==> config.mk <==
export PLATFORM = sky130hd
export DESIGN_NAME = vsync_hazard_predictor
export DESIGN_NICKNAME = d
export VERILOG_FILES = /design/src/rtl/vsh_pkg.sv /design/src/rtl/vsh_pair_exception.sv /design/src/rtl/vsh_rule_eval.sv /design/src/rtl/vsh_unsafe_row.sv /design/src/rtl/vsh_out_stage.sv /design/src/rtl/vsync_hazard_predictor.sv
export SDC_FILE = /design/constraint.sdc
export NUM_CORES = 1
export LEC_CHECK = 0
export BUFFER_PORTS_ARGS = -buffer_cell sky130_fd_sc_hd__buf_2
export CORE_ASPECT_RATIO = 1.2
export CORE_MARGIN = 3
export CORE_UTILIZATION = 37
export DETAILED_ROUTE_END_ITERATION = 7
export GPL_TIMING_DRIVEN = 0
export HOLD_SLACK_MARGIN = 0.15
export PLACE_DENSITY_LB_ADDON = 0.05
export REMOVE_ABC_BUFFERS = 1
export SYNTH_ARGS = -nofsm -noshare
export SYNTH_HDL_FRONTEND = slang
export SYNTH_SLANG_ARGS = --single-unit
==> constraint.sdc <==
create_clock -name clk -period 1 [get_ports clk]
set_input_delay 0.1 -clock clk [delete_from_list [all_inputs] [get_ports clk]]
set_output_delay 0.1 -clock clk [all_outputs]
set_load 0.02 [all_outputs]
==> src/rtl/vsh_pkg.sv <==
package vsh_pkg;
  localparam int unsigned VSH_DEF_WIDTH = 7;  // register and row width
  localparam int unsigned VSH_DEF_LOW   = 3;  // low bits that must match exactly
  localparam int unsigned VSH_DEF_C4    = 4;  // bits covered by the fourth condition

  typedef enum logic {
    MODEL_STRICT  = 1'b0,
    MODEL_RELAXED = 1'b1
  } model_e;
endpackage

==> src/rtl/vsh_pair_exception.sv <==
// Detects the case where the relaxed model still enforces condition four:
// exactly two upper bits of the old value are set and both are clear in the row.
module vsh_pair_exception #(
  parameter int unsigned W   = vsh_pkg::VSH_DEF_WIDTH,
  parameter int unsigned LOW = vsh_pkg::VSH_DEF_LOW
) (
  input  logic [W-1:0] old_pos,
  input  logic [W-1:0] cur_row,
  output logic         keep_c4
);
  localparam int unsigned UP = W - LOW;

  logic [UP-1:0]    old_up;
  logic [UP-1:0]    row_up;
  logic [UP*UP-1:0] pair_hit;

  assign old_up = old_pos[W-1:LOW];
  assign row_up = cur_row[W-1:LOW];

  for (genvar gi = 0; gi < UP; gi++) begin : g_first
    for (genvar gj = 0; gj < UP; gj++) begin : g_second
      if (gj > gi) begin : g_pair
        localparam logic [UP-1:0] PAIR = (UP'(1) << gi) | (UP'(1) << gj);
        assign pair_hit[gi*UP+gj] = (old_up == PAIR) && !row_up[gi] && !row_up[gj];
      end else begin : g_none
        assign pair_hit[gi*UP+gj] = 1'b0;
      end
    end
  end

  assign keep_c4 = |pair_hit;
endmodule

==> src/rtl/vsh_rule_eval.sv <==
// Evaluates the four bitwise conditions and combines them per model.
module vsh_rule_eval #(
  parameter int unsigned W   = vsh_pkg::VSH_DEF_WIDTH,
  parameter int unsigned LOW = vsh_pkg::VSH_DEF_LOW,
  parameter int unsigned C4  = vsh_pkg::VSH_DEF_C4
) (
  input  logic [W-1:0]   old_pos,
  input  logic [W-1:0]   new_pos,
  input  logic [W-1:0]   cur_row,
  input  vsh_pkg::model_e model,
  output logic           hazard
);
  localparam logic [W-1:0] LOW_M = W'((1 << LOW) - 1);
  localparam logic [W-1:0] UP_M  = ~LOW_M;
  localparam logic [W-1:0] C4_M  = W'((1 << C4) - 1);

  logic low_match;
  logic row_within_old;
  logic tracked_agree;
  logic no_extra_low;
  logic keep_c4;
  logic c4_ok;

  assign low_match      = ((cur_row ^ old_pos) & LOW_M) == '0;
  assign row_within_old = (cur_row & ~old_pos & UP_M) == '0;
  assign tracked_agree  = (old_pos & (new_pos ^ cur_row) & UP_M) == '0;
  assign no_extra_low   = (cur_row & ~new_pos & C4_M) == '0;

  vsh_pair_exception #(.W(W), .LOW(LOW)) u_pair (
    .old_pos (old_pos),
    .cur_row (cur_row),
    .keep_c4 (keep_c4)
  );

  always_comb begin
    unique case (model)
      vsh_pkg::MODEL_STRICT:  c4_ok = no_extra_low;
      vsh_pkg::MODEL_RELAXED: c4_ok = no_extra_low || !keep_c4;
      default:                c4_ok = no_extra_low;
    endcase
  end

  assign hazard = low_match && row_within_old && tracked_agree && c4_ok;
endmodule

==> src/rtl/vsh_unsafe_row.sv <==
// The only row on which a given old/new pair can glitch.
module vsh_unsafe_row #(
  parameter int unsigned W   = vsh_pkg::VSH_DEF_WIDTH,
  parameter int unsigned LOW = vsh_pkg::VSH_DEF_LOW
) (
  input  logic [W-1:0] old_pos,
  input  logic [W-1:0] new_pos,
  output logic [W-1:0] danger_row
);
  localparam logic [W-1:0] LOW_M = W'((1 << LOW) - 1);
  localparam logic [W-1:0] UP_M  = ~LOW_M;

  assign danger_row = (old_pos & new_pos & UP_M) | (old_pos & LOW_M);
endmodule

==> src/rtl/vsh_out_stage.sv <==
// One-entry registered output with valid/ready on both sides.
module vsh_out_stage #(
  parameter int unsigned PW = 8
) (
  input  logic          clk,
  input  logic          rst_n,
  input  logic          in_valid,
  output logic          in_ready,
  input  logic [PW-1:0] in_data,
  output logic          out_valid,
  input  logic          out_ready,
  output logic [PW-1:0] out_data
);
  logic          valid_q;
  logic [PW-1:0] data_q;

  assign in_ready  = !valid_q || out_ready;
  assign out_valid = valid_q;
  assign out_data  = data_q;

  always_ff @(posedge clk) begin
    if (!rst_n) begin
      valid_q <= 1'b0;
      data_q  <= '0;
    end else if (in_ready) begin
      valid_q <= in_valid;
      if (in_valid) data_q <= in_data;
    end
  end
endmodule

==> src/rtl/vsync_hazard_predictor.sv <==
module vsync_hazard_predictor #(
  parameter int unsigned W   = vsh_pkg::VSH_DEF_WIDTH,
  parameter int unsigned LOW = vsh_pkg::VSH_DEF_LOW,
  parameter int unsigned C4  = vsh_pkg::VSH_DEF_C4
) (
  input  logic         clk,
  input  logic         rst_n,
  input  logic         in_valid,
  output logic         in_ready,
  input  logic [W-1:0] old_pos,
  input  logic [W-1:0] new_pos,
  input  logic [W-1:0] cur_row,
  input  logic         relaxed,
  output logic         out_valid,
  input  logic         out_ready,
  output logic         hazard,
  output logic [W-1:0] unsafe_row
);
  localparam int unsigned PW = W + 1;

  logic          haz_c;
  logic [W-1:0]  row_c;
  logic [PW-1:0] res_d;
  logic [PW-1:0] res_q;
  vsh_pkg::model_e model;

  assign model = relaxed ? vsh_pkg::MODEL_RELAXED : vsh_pkg::MODEL_STRICT;

  vsh_rule_eval #(.W(W), .LOW(LOW), .C4(C4)) u_rules (
    .old_pos (old_pos),
    .new_pos (new_pos),
    .cur_row (cur_row),
    .model   (model),
    .hazard  (haz_c)
  );

  vsh_unsafe_row #(.W(W), .LOW(LOW)) u_row (
    .old_pos    (old_pos),
    .new_pos    (new_pos),
    .danger_row (row_c)
  );

  assign res_d = {haz_c, row_c};

  vsh_out_stage #(.PW(PW)) u_stage (
    .clk       (clk),
    .rst_n     (rst_n),
    .in_valid  (in_valid),
    .in_ready  (in_ready),
    .in_data   (res_d),
    .out_valid (out_valid),
    .out_ready (out_ready),
    .out_data  (res_q)
  );

  assign hazard     = res_q[PW-1];
  assign unsafe_row = res_q[W-1:0];
endmodule

# == Yosys cells after proc, flatten, opt, wreduce, memory -nomap -nowiden ==
# Cells that the tools add are included.
# op_classes
n_eq_ne,6
n_mux,2
n_reduce_logical,29
bitwise_logic,10
# ops
operator,count
$logic_not A7 Y1,4
$and A7 B7 Y7,3
$logic_and A1 B1 Y1,15
$eq A4 B4 Y1 const B,3
$eq A4 B3 Y1 const B,2
$not A7 Y7,1
$or A7 B3 Y7,1
$xor A7 B7 Y7,1
$logic_not A1 Y1,6
$reduce_or A6 Y1,1
$and A4 B4 Y4,1
$eq A4 B2 Y1 const B,1
$not A4 Y4,1
$xor A3 B3 Y3,1
$logic_or A1 B1 Y1,2
$pmux W1 S2,1
$reduce_and A2 Y1,1
$mux W1,1
$not A1 Y1,1
# word_totals
elab_cells,49
register_bits,9
input_bits,26
output_inout_bits,10

# == Longest topological paths before layout ==
# logic_depth
ltp_word,8
ltp_mapped,7
mapped_depth_nobuf,6

# == By module ==
# From an unflattened synthesis, not the netlist that was laid out.
# unflattened
hier_cells,77
area_unflattened_um2,655.6
# by_module_without_submodules
module,cells_each,n_inst,area_per_inst_um2
vsh_out_stage,40,1,375.4
vsh_rule_eval,21,1,166.4
vsh_pair_exception,9,1,66.3
vsh_unsafe_row,7,1,47.5

# == Worst setup path before layout ==
# OpenSTA, ideal clock, no wires.
# synth_path
kind,reg2reg
from,reg u_stage.valid_q (netlist: u_stage.out_valid)
to,reg u_stage.data_q[7] (netlist: u_stage.out_data[7])
arrival_time_ns,1.115
setup_time_ns,0.069
required_ns,0.931
n_path_buf,1
synth_period_minus_slack_ns,1.184
path_slack_ns,-0.184
path_stages_with_launch,7
cell_sequence,dfxtp_1 > nand2b_1 > buf_6 > nand2_4 > nor4_2 > nand4_1 > o21ai_1
# synth_between
elab_chain_cells,3
# synth_rtl
element,line,text
from (decl),vsh_out_stage.sv:14,logic valid_q;
from (signal assigned),vsh_out_stage.sv:26,valid_q <= in_valid;
$logic_not A1 Y1,vsh_out_stage.sv:17,assign in_ready = !valid_q || out_ready;
$logic_or A1 B1 Y1,vsh_out_stage.sv:17,
named net in_ready,vsync_hazard_predictor.sv:9,"output logic in_ready,"
$reduce_and A2 Y1 (no line),-,
to (signal assigned),vsh_out_stage.sv:27,if (in_valid) data_q <= in_data;
to (decl),vsh_out_stage.sv:15,logic [PW-1:0] data_q;
# The timed path passes the listed nets, and every way through them passes these cells.
# A chain may end at the register's enable or synchronous reset.

# == Final worst setup path ==
# layout_path
from,reg u_stage.valid_q (netlist: u_stage.out_valid)
to,out in_ready
# layout_between
elab_chain_cells,2
# layout_rtl
element,line
$logic_not A1 Y1,vsh_out_stage.sv:17
$logic_or A1 B1 Y1,vsh_out_stage.sv:17
to (decl),vsync_hazard_predictor.sv:9
# Every way passes these cells.

==> metrics.txt <==
startpoint of the worst hold path cur_row[4]; capturing element type of the critical path output pin; share of the core filled with cells in the final layout 62.2%; number of design-rule violations left by the first detailed-router iteration 3; average routed wire per standard cell 11.6 um; sequential area share after synthesis 30.2%; fill cell total of the finished layout 154; post-synthesis cell type count 28; highest routing layer actually used met4; Avg Inst Size Synth 8.18 um^2; initial antenna violation count 0; antenna cells 0; remaining global-route overflow 0; port buffer count 35; Synthesis Warnings 0; total I/O pin count 36; number of nets at the end of the flow 147; via count of the routed design 673; number of instances in the synthesized netlist 73; most common cell after layout, fill and taps aside sky130_fd_sc_hd__buf_2; class of the tightest hold or removal check input pin to flop; cell row count 15; post-synth top area cell sky130_fd_sc_hd__dfxtp_1; setup repair after global routing missed its margin true; detailed route wirelength on metal2 829 um; highest attainable clock frequency 953 MHz; number of iterations in the first detailed-routing pass 4; top fanout value on the critical path 3; Final HPWL DP 1150 um; wire length of the first global-routing pass 2550 um; terminus of the critical flop-to-flop path u_stage.out_data[7]; number of buffers between clock root and the deepest sink 2; die outline area 0.00213 mm^2; post-route DRC violation count 0; final count of pins violating max slew 0; register clock-pin slew on the reported worst setup and hold paths 0.07 ns; Max-Cap Viols 0; worst max-slew margin expressed relative to the limit 81.0%; Clk Latency, worst-skew pair 0.26 ns; met3 wirelength from detailed routing 103 um; top cells by area, synth sky130_fd_sc_hd__dfxtp_1 (30%), sky130_fd_sc_hd__nand2_1 (8.2%), sky130_fd_sc_hd__xor2_1 (7.3%); non-filler instance count after layout 136; Max rail drop VDD 0.591 mV; Total Wirelength 1580 um; worst-case setup margin in the final layout -0.0497 ns; Initial Utilization 40.3%; Met1 Wirelength 610 um; Fin. Hold Viols 0; crit share post-route 105%; via count of the first global-routing pass 641; synth-to-layout area growth 54.5%; total standard cell area after synthesis 597 um^2; post-route clock skew 0.00610 ns; largest net degree at the start of global routing 13; leakage component of the power 0.455 nW; total power after layout 0.964 mW; power density over cell area 1050 mW/mm^2; Die H 50.0 um; Worst Setup Path Type flop to output pin; number of CTS-inserted buffers 3; total number of clock tree sinks 9; commonest cells after routing, fill and taps aside sky130_fd_sc_hd__buf_2 (34), sky130_fd_sc_hd__nand2_1 (12), sky130_fd_sc_hd__dfxtp_1 (8), sky130_fd_sc_hd__xor2_1 (5), sky130_fd_sc_hd__buf_4 (5); arrival time of the worst setup path 0.95 ns; worst-margin pin slew 0.284 ns; average vias per placed instance 4.95; flip-flop and latch count after synthesis 9; fraction of layout cells with a size suffix above 1 43.7%; clock tree from TritonCTS done; die span in x 42.7 um; combined global-route utilization of all metal layers 15.7%; number of cells on the worst hold path 4; worst slack, placed -0.312 ns; violated checks setup timing; number of levels in the clock H-tree 1; time the final worst path needs with I/O delays and setup 1.05 ns; run status finished with violations; worst hold path endpoint u_stage.out_data[7]; clock tree root buffer cell sky130_fd_sc_hd__clkbuf_4; launch point of the worst reg-to-reg path u_stage.out_valid; number of setup violations in the final report 2; last weighted congestion value of the routability-driven placer 0.723; nature of the critical path startpoint flop; proportion of netlist area held by the largest area contributor 30.2%; FF-to-FF path depth 6; Placed Cells 121; Data required, critical path 0.90 ns; final antenna-violating net count 0; core box area 0.00148 mm^2; slack of the worst reg-to-reg path -0.03 ns
==> worst max-delay path, stage by stage, from the launching register on <==
cell,delay [ns]
sky130_fd_sc_hd__dfxtp_2,0.35
sky130_fd_sc_hd__nand2b_4,0.07
sky130_fd_sc_hd__buf_4,0.14
sky130_fd_sc_hd__buf_6,0.12
==> layout make-up <==
class	instances	area [um^2]	area share [%]
flip-flops and latches	9	181	19.7
repair buffers	45	279	30.3
inverters	4	15.0	1.63
multi-input cells	57	399	43.3
well taps	17	21.3	2.31
clock buffers	4	26.3	2.85
==> cells by family after synthesis <==
| kind of cell | share of synthesized area, % |
|---|---|
| compound gates | 21.4 |
| xor+xnor | 10.3 |
| fa+ha+maj | 2.10 |
| buf+inv | 9.43 |
| flops | 30.2 |
| simple gates | 26.6 |
==> worst max path at each step <==
stage	end	slack, ns	from
global placement	u_stage.out_data[7]	-0.31	u_stage.out_valid
floorplan	u_stage.out_data[7]	-0.38	u_stage.out_valid
finish	in_ready	-0.05	u_stage.out_valid
detailed placement	u_stage.out_data[7]	-0.31	u_stage.out_valid
CTS	u_stage.out_data[7]	-0.05	u_stage.out_valid
global route	u_stage.out_data[7]	-0.11	u_stage.out_valid
==> sequential cells by signal, indices dropped and copies added (netlist names) <==
| name | count |
|---|---|
| u_stage.out_data | 8 |
| u_stage.out_valid | 1 |
==> synth_stat cells, drive strengths merged <==
master and n:
o21ai 6, o31a 1, and3 1, dfxtp 9, o32ai 1, a21boi 5, xnor2 2, inv 4
nor3 1, and2 3, a21oi 2, nor2 1, a221o 1, buf 4, and2b 1, ha 1
nor4 1, a221oi 1, o22ai 1, nand2b 2, xor2 5, nand3 4, nand2 14, nand4 2
==> routing by layer <==
layer | global-route usage, % | vias to the layer above
li1 | - | 346
met1 | 18.1 | 295
met2 | 26.5 | 27
met3 | 2.19 | 5
met4 | 9.33 | 0
met5 | 0 | -
==> through the flow <==
step / setup TNS, ns / hold slack, ns / instance area (um^2)
floorplan: -1.87 / 0.222 / 556
global placement: -0.611 / 0.393 / 752
detailed placement: -0.633 / 0.398 / 752
CTS: -0.0959 / 0.158 / 901
global route: -0.361 / 0.173 / 922
finish: -0.0823 / 0.150 / 922
==> report_power, final <==
group	leakage (nW)	internal, mW	switching, mW
clock network	0.0150	0.154	0.134
registers	0.0739	0.375	0.00863
logic	0.366	0.145	0.147
total	0.455	0.674	0.290
==> timing repair <==
item | 4_1_cts | 5_1_grt
gates resized for setup | 7 | 1
endpoints found under the setup margin | 7 | 5
hold buffers | 4 | 0
pin swaps | 3 | 0
endpoints found under the hold margin | 4 | 0
buffers inserted | 5 | 1
gates cloned | 0 | 1
No activity file was read; power rests on OpenSTA's default activity.
